## config.mk

```make
export PLATFORM = sky130hd
export DESIGN_NAME = spi_autopol_slave
export DESIGN_NICKNAME = d
export VERILOG_FILES = /design/src/rtl/autopol_pkg.sv /design/src/rtl/autopol_sync.sv /design/src/rtl/autopol_frame.sv /design/src/rtl/autopol_regbank.sv /design/src/rtl/spi_autopol_slave.sv
export SDC_FILE = /design/constraint.sdc
export NUM_CORES = 1
export LEC_CHECK = 0
export ABC_AREA = 1
export BUFFER_PORTS_ARGS = -buffer_cell sky130_fd_sc_hd__buf_4
export CAP_MARGIN = 10
export CORE_UTILIZATION = 35
export CTS_CLUSTER_DIAMETER = 120
export DETAILED_ROUTE_END_ITERATION = 12
export PLACE_DENSITY_LB_ADDON = 0.1
export SYNTH_ARGS = -nofsm -noshare
export SYNTH_HDL_FRONTEND = slang
export SYNTH_HIERARCHICAL = 1
export SYNTH_SLANG_ARGS = --single-unit
```

## constraint.sdc

```tcl
create_clock -name clk -period 2.9 [get_ports clk]
set_input_delay 0.145 -clock clk [delete_from_list [all_inputs] [get_ports clk]]
set_output_delay 0.145 -clock clk [all_outputs]
set_load 0.05 [all_outputs]
```

## src/rtl/autopol_pkg.sv

```systemverilog
package autopol_pkg;
   typedef enum logic {
      IDLE_LOW  = 1'b0,
      IDLE_HIGH = 1'b1
   } idle_lvl_e;

   localparam int unsigned CTRL_SLOTS = 3;
endpackage

```

## src/rtl/autopol_sync.sv

```systemverilog
module autopol_sync #(
   parameter int unsigned STAGES = 2
) (
   input  logic clk,
   input  logic rst_n,
   input  logic d,
   output logic q
);
   if (STAGES < 2) begin : g_bad_stages
      $error("autopol_sync needs at least two stages");
   end

   logic [STAGES-1:0] pipe;

   always_ff @(posedge clk or negedge rst_n) begin
      if (!rst_n) pipe <= '0;
      else        pipe <= {pipe[STAGES-2:0], d};
   end

   assign q = pipe[STAGES-1];
endmodule

```

## src/rtl/autopol_frame.sv

```systemverilog
module autopol_frame
   import autopol_pkg::*;
#(
   parameter int unsigned DW = 8,
   parameter int unsigned AW = 7
) (
   input  logic          clk,
   input  logic          rst_n,
   input  logic          cs_s,
   input  logic          sck_s,
   input  logic          mosi_s,
   input  logic [DW-1:0] rd_data,
   output logic [AW-1:0] rd_addr,
   output logic          wr_stb,
   output logic          rd_stb,
   output logic [AW-1:0] reg_addr,
   output logic [DW-1:0] reg_wdata,
   output logic          miso,
   output logic          miso_oe
);
   localparam int unsigned CW = $clog2(DW);
   localparam logic [CW-1:0] LAST_BIT = CW'(DW - 1);
   localparam logic [AW-1:0] ONE_A    = AW'(1);
   localparam logic [CW-1:0] ONE_C    = CW'(1);

   if (AW >= DW) begin : g_bad_aw
      $error("address must fit below the direction bit of the command byte");
   end

   logic          cs_q, sck_q;
   idle_lvl_e     pol;
   logic [CW-1:0] bitcnt;
   logic [DW-1:0] shreg;
   logic          first, rw;
   logic [AW-1:0] addr;

   logic          cs_rise, sck_rise, sck_fall, launch, capture, byte_done;
   logic [DW-1:0] rx_full;
   logic [AW-1:0] nxt_addr;
   logic          rw_next;

   always_comb begin
      cs_rise   = cs_s & ~cs_q;
      sck_rise  = sck_s & ~sck_q;
      sck_fall  = ~sck_s & sck_q;
      launch    = cs_s & cs_q & ((pol == IDLE_HIGH) ? sck_fall : sck_rise);
      capture   = cs_s & cs_q & ((pol == IDLE_HIGH) ? sck_rise : sck_fall);
      byte_done = capture && (bitcnt == LAST_BIT);
      rx_full   = {shreg[DW-2:0], mosi_s};
      nxt_addr  = first ? rx_full[AW-1:0] : addr + ONE_A;
      rw_next   = first ? rx_full[DW-1] : rw;
   end

   assign rd_addr = nxt_addr;

   always_ff @(posedge clk or negedge rst_n) begin
      if (!rst_n) begin
         cs_q      <= 1'b0;
         sck_q     <= 1'b0;
         pol       <= IDLE_LOW;
         bitcnt    <= '0;
         shreg     <= '0;
         first     <= 1'b1;
         rw        <= 1'b0;
         addr      <= '0;
         wr_stb    <= 1'b0;
         rd_stb    <= 1'b0;
         reg_addr  <= '0;
         reg_wdata <= '0;
         miso      <= 1'b0;
         miso_oe   <= 1'b0;
      end else begin
         cs_q    <= cs_s;
         sck_q   <= sck_s;
         wr_stb  <= 1'b0;
         rd_stb  <= 1'b0;
         miso_oe <= cs_s;
         if (!cs_s) begin
            bitcnt <= '0;
            first  <= 1'b1;
            shreg  <= '0;
            miso   <= 1'b0;
         end else if (cs_rise) begin
            pol    <= idle_lvl_e'(sck_s);
            bitcnt <= '0;
            first  <= 1'b1;
            shreg  <= '0;
            miso   <= 1'b0;
         end else begin
            if (launch) miso <= shreg[DW-1];
            if (capture) begin
               if (byte_done) begin
                  bitcnt <= '0;
                  first  <= 1'b0;
                  rw     <= rw_next;
                  addr   <= nxt_addr;
                  shreg  <= rw_next ? '0 : rd_data;
                  rd_stb <= ~rw_next;
                  if (!first && rw) begin
                     wr_stb    <= 1'b1;
                     reg_addr  <= addr;
                     reg_wdata <= rx_full;
                  end else begin
                     reg_addr  <= nxt_addr;
                  end
               end else begin
                  bitcnt <= bitcnt + ONE_C;
                  shreg  <= rx_full;
               end
            end
         end
      end
   end

   AST_POL_HELD: assert property (@(posedge clk) disable iff (!rst_n)
      ($past(cs_q) && cs_q && cs_s) |-> $stable(pol));
   AST_STROBE_EXCL: assert property (@(posedge clk) disable iff (!rst_n)
      !(wr_stb && rd_stb));
   AST_IDLE_MISO: assert property (@(posedge clk) disable iff (!rst_n)
      !miso_oe |-> !miso);
   AST_ABORT_CLEARS: assert property (@(posedge clk) disable iff (!rst_n)
      !cs_s |=> (bitcnt == '0 && !wr_stb));
endmodule

```

## src/rtl/autopol_regbank.sv

```systemverilog
module autopol_regbank
   import autopol_pkg::*;
#(
   parameter int unsigned NCH        = 8,
   parameter int unsigned RES_W      = 10,
   parameter int unsigned DW         = 8,
   parameter int unsigned AW         = 7,
   parameter bit          LEFT_ALIGN = 1'b1
) (
   input  logic               clk,
   input  logic               rst_n,
   input  logic [NCH*RES_W-1:0] res_data,
   input  logic [DW-1:0]      status_in,
   input  logic               wr_stb,
   input  logic [AW-1:0]      wr_addr,
   input  logic [DW-1:0]      wr_data,
   input  logic [AW-1:0]      rd_addr,
   output logic [DW-1:0]      rd_data,
   output logic [DW-1:0]      chan_sel,
   output logic [DW-1:0]      start_addr,
   output logic [DW-1:0]      mode_sel
);
   localparam int unsigned LOW_BITS = RES_W - DW;
   localparam int unsigned IDXW     = (NCH > 1) ? $clog2(NCH) : 1;
   localparam logic [AW-1:0] A_NCH  = AW'(NCH);
   localparam logic [AW-1:0] A_LOW  = AW'(2 * NCH);
   localparam logic [AW-1:0] A_STAT = AW'(2 * NCH);
   localparam logic [AW-1:0] A_CFG0 = AW'(2 * NCH + 1);
   localparam logic [AW-1:0] A_CEND = AW'(2 * NCH + 1 + CTRL_SLOTS);

   if (RES_W <= DW || RES_W >= 2 * DW) begin : g_bad_res
      $error("result width must lie between one and two bytes");
   end
   if (2 * NCH + 1 + CTRL_SLOTS > (1 << AW)) begin : g_bad_space
      $error("register space exceeds the address width");
   end

   logic [DW-1:0] hi_b [NCH];
   logic [DW-1:0] lo_b [NCH];
   logic [DW-1:0] cfg  [CTRL_SLOTS];

   for (genvar ch = 0; ch < NCH; ch++) begin : g_res
      logic [RES_W-1:0] r;
      assign r        = res_data[ch*RES_W +: RES_W];
      assign hi_b[ch] = r[RES_W-1 -: DW];
      if (LEFT_ALIGN) begin : g_left
         assign lo_b[ch] = {r[LOW_BITS-1:0], {(DW-LOW_BITS){1'b0}}};
      end else begin : g_right
         assign lo_b[ch] = {{(DW-LOW_BITS){1'b0}}, r[LOW_BITS-1:0]};
      end
   end

   for (genvar k = 0; k < CTRL_SLOTS; k++) begin : g_cfg
      always_ff @(posedge clk or negedge rst_n) begin
         if (!rst_n) cfg[k] <= '0;
         else if (wr_stb && wr_addr == A_CFG0 + AW'(k)) cfg[k] <= wr_data;
      end
   end

   always_comb begin
      logic [AW-1:0] off;
      off     = '0;
      rd_data = '0;
      if (rd_addr < A_NCH) begin
         rd_data = hi_b[rd_addr[IDXW-1:0]];
      end else if (rd_addr < A_LOW) begin
         off     = rd_addr - A_NCH;
         rd_data = lo_b[off[IDXW-1:0]];
      end else if (rd_addr == A_STAT) begin
         rd_data = status_in;
      end else if (rd_addr < A_CEND) begin
         off     = rd_addr - A_CFG0;
         rd_data = cfg[off[1:0]];
      end
   end

   assign chan_sel   = cfg[0];
   assign start_addr = cfg[1];
   assign mode_sel   = cfg[2];

   AST_RO_SPACE: assert property (@(posedge clk) disable iff (!rst_n)
      (wr_stb && (wr_addr < A_CFG0)) |=>
         ($stable(chan_sel) && $stable(start_addr) && $stable(mode_sel)));
endmodule

```

## src/rtl/spi_autopol_slave.sv

```systemverilog
module spi_autopol_slave #(
   parameter int unsigned NCH         = 8,
   parameter int unsigned RES_W       = 10,
   parameter int unsigned DW          = 8,
   parameter int unsigned AW          = 7,
   parameter int unsigned SYNC_STAGES = 2
) (
   input  logic                 clk,
   input  logic                 rst_n,
   input  logic                 cs,
   input  logic                 sck,
   input  logic                 mosi,
   output logic                 miso,
   output logic                 miso_oe,
   input  logic [NCH*RES_W-1:0] res_data,
   input  logic [DW-1:0]        status_in,
   output logic [DW-1:0]        chan_sel,
   output logic [DW-1:0]        start_addr,
   output logic [DW-1:0]        mode_sel,
   output logic                 wr_stb,
   output logic                 rd_stb,
   output logic [AW-1:0]        reg_addr,
   output logic [DW-1:0]        reg_wdata
);
   logic cs_s, sck_s, mosi_s;
   logic [AW-1:0] rd_addr;
   logic [DW-1:0] rd_data;

   autopol_sync #(.STAGES(SYNC_STAGES)) u_sync_cs
      (.clk(clk), .rst_n(rst_n), .d(cs),   .q(cs_s));
   autopol_sync #(.STAGES(SYNC_STAGES)) u_sync_sck
      (.clk(clk), .rst_n(rst_n), .d(sck),  .q(sck_s));
   autopol_sync #(.STAGES(SYNC_STAGES)) u_sync_mosi
      (.clk(clk), .rst_n(rst_n), .d(mosi), .q(mosi_s));

   autopol_frame #(.DW(DW), .AW(AW)) u_frame (
      .clk(clk), .rst_n(rst_n), .cs_s(cs_s), .sck_s(sck_s), .mosi_s(mosi_s),
      .rd_data(rd_data), .rd_addr(rd_addr), .wr_stb(wr_stb), .rd_stb(rd_stb),
      .reg_addr(reg_addr), .reg_wdata(reg_wdata), .miso(miso), .miso_oe(miso_oe)
   );

   autopol_regbank #(.NCH(NCH), .RES_W(RES_W), .DW(DW), .AW(AW), .LEFT_ALIGN(1'b1)) u_bank (
      .clk(clk), .rst_n(rst_n), .res_data(res_data), .status_in(status_in),
      .wr_stb(wr_stb), .wr_addr(reg_addr), .wr_data(reg_wdata),
      .rd_addr(rd_addr), .rd_data(rd_data),
      .chan_sel(chan_sel), .start_addr(start_addr), .mode_sel(mode_sel)
   );
endmodule

```

# Word level (Yosys, flattened, before mapping)
# Cells that the tools add are included.
# totals
wordCells	104
ff_bits	71
output_inout_bits	43
# op_classes
n_addsub	4
n_bitwise	14
n_eq_ne	8
mux	43
reduce_logical	10
magnitude_cmp	6
# op_table
op	count
$mux W8	15
$bmux W8 S3	2
$eq A7 B5 Y1 const B	4
$mux W1	19
$bmux W8 S2	1
$lt A7 B5 Y1 const B	2
$mux W7	2
$mux W3	4
$ne A3 B1 Y1 const B	3
$ge A4 B4 Y1 const B	2
$not A3 Y4	2
$add A7 B1 Y7 const B	1
$lt A7 B4 Y1 const B	1
$and A1 B1 Y1	6
$logic_and A1 B1 Y1	5
$not A1 Y1	5
$reduce_and A5 Y1	1
$reduce_and A2 Y1	2
$reduce_and A4 Y1	1
$add A3 B1 Y3 const B	1
$eq A3 B3 Y1 const B	1
$ge A3 B3 Y1 const B	1
$not A2 Y3	1
$sub A3 B1 Y3 const B	1
2 further kinds	2

# Depth between registers and ports, before layout
# logic_depth
word_depth	16
mapped_depth	20
depth_no_buf	20

# Hierarchy
# Netlist, hierarchy kept.
# by_module_without_submodules
mod	cells_per_inst	instances	area_each_um2
autopol_frame	255	1	2112.0
autopol_regbank	356	1	2112.0
autopol_sync	2	3	50.0

# Worst setup path after synthesis
# OpenSTA, ideal clock, no wires.
# synth_path
path_kind	register to register
start	register u_frame.first
end	register u_frame.shreg[6]
t_arrival_ps	2573
t_required_ps	2835
synth_period_minus_slack_ps	2638
setup_time_ps	65
stages_incl_launch_ff	19
setup_slack_ps	262
path_cell_list	dfstp_2 buf_4 nand2_1 o21ai_1 inv_2 buf_4 buf_4 ha_1 nor2_4 nand2_1 nand2_1 nand3_1 nand2_1 nand2_1 nand3_1 nand2_1 o21ai_2 nand2_1 nand2_1
# synth_between
elab_chain_cells	15
word_cells_on_any_way	29
cone_classes	2 x add/sub; 3 x order compare; 1 x eq/ne; 20 x mux; 3 x bitwise
# synth_lines
element	line	source
from (decl)	autopol_frame.sv:34	logic first, rw;
from (signal assigned)	autopol_frame.sv:63	first <= 1'b1;
from (signal assigned)	autopol_frame.sv:80	first <= 1'b1;
from (signal assigned)	autopol_frame.sv:86	first <= 1'b1;
$mux W7 *	autopol_frame.sv:50	nxt_addr = first ? rx_full[AW-1:0] : addr + ONE_A;
named net rd_addr[0]	spi_autopol_slave.sv:26	logic [AW-1:0] rd_addr;
$sub A2 B1 Y2	autopol_regbank.sv:72	off = rd_addr - A_CFG0;
$not A2 Y3 (not written as such)	autopol_regbank.sv:73	rd_data = cfg[off[1:0]];
$bmux W8 S2	autopol_regbank.sv:73	
$mux W8 (not written as such) (2 in series)	autopol_regbank.sv:73	
$mux W8	autopol_regbank.sv:71	end else if (rd_addr < A_CEND) begin
$mux W8	autopol_regbank.sv:69	end else if (rd_addr == A_STAT) begin
$mux W8	autopol_regbank.sv:66	end else if (rd_addr < A_LOW) begin
$mux W8 *	autopol_regbank.sv:64	if (rd_addr < A_NCH) begin
named net rd_data[6]	spi_autopol_slave.sv:27	logic [DW-1:0] rd_data;
$mux W8 *	autopol_frame.sv:97	shreg <= rw_next ? '0 : rd_data;
$mux W8 *	autopol_frame.sv:92	if (byte_done) begin
$mux W8 *	autopol_frame.sv:91	if (capture) begin
$mux W8 *	autopol_frame.sv:83	end else if (cs_rise) begin
$mux W8 *	autopol_frame.sv:78	if (!cs_s) begin
to (signal assigned)	autopol_frame.sv:97	
to (signal assigned)	autopol_frame.sv:108	shreg <= rx_full;
to (decl)	autopol_frame.sv:33	logic [DW-1:0] shreg;
# The timed path passes the listed nets; every way through them passes the cells marked *. The select of a mux whose other input is x is not followed.
# A chain may end at the register's enable or synchronous reset.

# Worst setup path after layout
# layout_path
start	register u_frame.addr[0]
end	register u_frame.shreg[6]
# layout_between
elab_chain_cells	16
word_cells_on_any_way	29
cone_classes	3 x add/sub; 3 x order compare; 1 x eq/ne; 19 x mux; 3 x bitwise
# layout_lines
element	line	source
from (decl)	autopol_frame.sv:35	logic [AW-1:0] addr;
from (signal assigned)	autopol_frame.sv:96	addr <= nxt_addr;
$add A7 B1 Y7 *	autopol_frame.sv:50	
$mux W7 *	autopol_frame.sv:50	
named net rd_addr[1]	spi_autopol_slave.sv:26	
$sub A2 B1 Y2	autopol_regbank.sv:72	
$not A2 Y3 (not written as such)	autopol_regbank.sv:73	
$bmux W8 S2	autopol_regbank.sv:73	
$mux W8 (not written as such) (2 in series)	autopol_regbank.sv:73	
$mux W8	autopol_regbank.sv:71	
$mux W8	autopol_regbank.sv:69	
$mux W8	autopol_regbank.sv:66	
$mux W8 *	autopol_regbank.sv:64	
named net rd_data[6]	spi_autopol_slave.sv:27	
$mux W8 *	autopol_frame.sv:97	
$mux W8 *	autopol_frame.sv:92	
$mux W8 *	autopol_frame.sv:91	
$mux W8 *	autopol_frame.sv:83	
$mux W8 *	autopol_frame.sv:78	
# Marked as above.

==> results.py <==
metrics = {
    "placed_design": {
        "gp_congestion": 0.896,
        "dp_hpwl_mm": 10.1,
        "portBuffers": 135,
    },
    "yosys": {
        "synth_area_per_cell_um2": 7.09,
        "ys_seq_elements": 71,
        "syn-cell-area_mm2": 0.00437,
        "yosysWarnings": 6,
        "synth_cells": 617,
        "synthTopCellsByArea": "dfrtp_1 (40%), nand2_1 (19%), nor2_1 (5.2%)",
        "synth_top_area_share_pct": 40.0,
        "yosysSeqAreaShare_pct": 40.6,
        "synth.distinct_cells": 36,
        "syn-num-nets": 714,
        "yosys.area.top_type": "dfrtp_1",
    },
    "hold_path": {
        "hold-path-endpoint": "u_sync_mosi/pipe[1]",
        "min_path_type": "reg -> reg",
        "hold_start": "u_sync_mosi/pipe[0]",
        "holdPathStages": 0,
    },
    "clocking": {
        "clock_sinks": 71,
        "clockBufferDepth": 2,
        "clkTransAtPathRegs_ns": 0.06,
        "cts_tree": "yes",
        "clkLatencyLatePin_ns": 0.33,
        "cts_buffers": 9,
        "cts_root_buf": "clkbuf_16",
        "post_cts_buffers": 0,
        "htree_num_levels": 3,
    },
    "final_layout": {
        "diodes": 0,
        "final_layout_size_suffix_gt1_share_pct": 27.3,
        "fillers": 1251,
        "synthToLayoutAreaGrowth_pct": 34.2,
        "final_nets": 844,
    },
    "setup_path": {
        "crit_path_frequent_cell": "nand2_1",
        "crit_slowest_cell": "dfrtp_1",
        "slowest_delay_ns": 0.47,
        "path_cells": "ha_1, nand2_1, o21ai_2, inv_1, ha_2, nor2_4, nand2_1, nand2_1, nand3_1, nand2_1, nand2_1, nand3_1, nand2_1, o21ai_2, nand2_1, nand2_1",
        "worst-path-buf-inv": 1,
        "crit_family": "simple AND/OR/NAND/NOR gates",
        "crit_path_end_kind": "flip-flop",
        "path_class": "reg -> reg",
        "r2r_start": "u_frame/addr[0]",
        "worst-r2r-setup-slack_ns": 0.23,
        "crit_fanout": 9,
        "startpoint_type": "flip-flop",
        "r2r-end": "u_frame/shreg[6]",
        "arrival_ns": 2.94,
        "r2r_cells": 16,
        "worstPathRequired_ns": 3.17,
    },
    "power": {
        "power.density_mw_per_mm2": 431,
        "p_leak_nw": 3.02,
        "max-vdd-ir-drop_mv": 0.248,
    },
    "sta": {
        "fin_skew_ns": 0.00781,
        "worst_hold_slack_ns": 0.350,
        "period_share_pct": 92.2,
        "setup_tns_ns": 0,
        "rsz0062_at_grt": "false",
        "final_hold_viol_count": 0,
        "relSlewSlack_pct": 39.9,
        "tightest_slew_ns": 0.901,
        "finalMaxSlewViolations": 0,
        "layout_min_cycle_time_ns": 2.67,
        "timing.fmax_mhz": 374,
        "setup-violations-final": 0,
    },
    "die": {
        "rows": 40,
        "ios": 136,
        "die_h_um": 114,
        "die_x_um": 114,
        "die_area_mm2": 0.0129,
        "core-area_mm2": 0.0121,
        "start_util_pct": 36.1,
    },
    "route": {
        "vias": 4478,
        "routed_wl_mm": 13.9,
        "final_antenna_net_count": 0,
        "viasPerCell": 4.87,
        "route.detailed.drc": 0,
        "drtIter0Drc": 275,
        "drtPass1Iterations": 4,
        "post_drt_wl_per_cell_um": 15.1,
    },
    "status": {
        "outcome": "complete, no violations",
    },
    "global_route": {
        "grt_busiest_layer": "met2",
        "grt_util_met2_pct": 35.0,
        "grt_usage_pct": 21.8,
        "grt_pass1_vias": 4182,
        "grtUsageMet1_pct": 30.9,
        "overflow": 0,
        "antenna_found_initial": 0,
        "grt_max_degree": 72,
        "grt.met3_usage_pct": 3.61,
        "grt_pass1_wl_mm": 21.8,
    },
    "run": {
        "cap_violations": 0,
    },
}
==> metrics by stage <==
step	setup WS, ns	area (um^2)	std cells	utilization [%]	total power (W)
6_report	0.227	5870	919	48.5	0.00253
5_1_grt	0.00998	5870	919	48.5	0.00264
4_1_cts	0.160	5870	919	48.4	0.00257
3_5_place_dp	0.189	5500	900	45.4	0.00132
3_3_place_gp	0.187	5500	900	45.4	0.00132
2_1_floorplan	0.262	4370	617	-	0.00117
==> area by class of cell <==
type	count	area (um^2)	share of cell area, %
Clock buffer	11	253	4.31
Sequential cell	71	1780	30.3
Multi-Input combinational cell	469	2260	38.5
Tap cell	168	210	3.58
Clock inverter	4	77.6	1.32
Timing Repair Buffer	145	1100	18.7
Inverter	51	194	3.30
==> routing by layer <==
metal	wire length, um	up-vias
li1	-	2241
met1	6550	2086
met2	6390	142
met3	845	9
met4	138	0
met5	0	-
==> Yosys cell counts, drive strengths merged <==
library cell / number
nor2: 68
clkbuf: 3
and2: 1
a21oi: 6
ha: 4
inv: 50
clkinv: 1
dfrtp: 70
nand3b: 2
o211ai: 14
dfstp: 1
a31oi: 1
nand3: 41
xnor2: 1
o21ai: 93
buf: 23
nand2: 232
or2: 1
o21bai: 1
nor3b: 1
nand4: 2
a22oi: 1
==> sequential cells by signal, indices dropped and copies added, names as in the netlist <==
signal	cells
u_frame/reg_addr	7
u_frame/cs_q	1
u_sync_sck/pipe	2
u_frame/sck_q	1
u_frame/bitcnt	3
u_bank/chan_sel	8
u_bank/mode_sel	8
u_sync_mosi/pipe	2
u_frame/addr	7
u_frame/wr_stb	1
u_frame/first	1
u_frame/shreg	8
u_frame/rd_stb	1
u_bank/start_addr	8
u_sync_cs/pipe	2
u_frame/reg_wdata	8
u_frame/rw	1
u_frame/pol	1
u_frame/miso	1
==> where the power goes <==
part | total, W | switching [W] | internal (W)
combinational | 0.000290 | 0.000152 | 0.000138
sequential | 0.00102 | 0.0000109 | 0.00101
clock | 0.00122 | 0.000424 | 0.000800
total | 0.00253 | 0.000587 | 0.00194
==> logic make-up (layout without fill, tap and decap cells) <==
group | after synthesis | in the layout | synth area share [%]
adder cells (fa/ha/maj) | 4 | 4 | 1.14
buffers and inverters | 77 | 211 | 8.15
flip-flops | 71 | 71 | 40.6
XOR/XNOR | 1 | 1 | 0.200
AO/OA/AOI/OAI | 116 | 116 | 16.3
AND/OR/NAND/NOR | 348 | 348 | 33.6
==> placed cells by master (no fill, tap or decap), types with 14 or more instances in the layout <==
cell	instances
buf_4	141
nand3_1	40
o21ai_0	43
o21ai_1	29
nand2_1	223
nor2_1	61
inv_1	44
o211ai_1	14
dfrtp_1	70
o21ai_2	20
==> what timing repair did <==
action	4_1_cts	5_1_grt
hold buffers	4	0
hold endpoints to repair	68	0
setup endpoints to repair	0	5
resized for setup	0	1
==> worst max-delay path by stage <==
| stage | from | end | cells after the start |
|---|---|---|---|
| global route | u_frame/addr[0] | u_frame/shreg[6] | 16 |
| detailed placement | u_frame/addr[0] | u_frame/shreg[2] | 15 |
| CTS | u_frame/addr[0] | u_frame/shreg[2] | 15 |
| finish | u_frame/addr[0] | u_frame/shreg[6] | 16 |
| global placement | u_frame/addr[0] | u_frame/shreg[2] | 15 |
| floorplan | u_frame/first | u_frame/shreg[6] | 18 |
No activity file was read; power rests on OpenSTA's default activity.
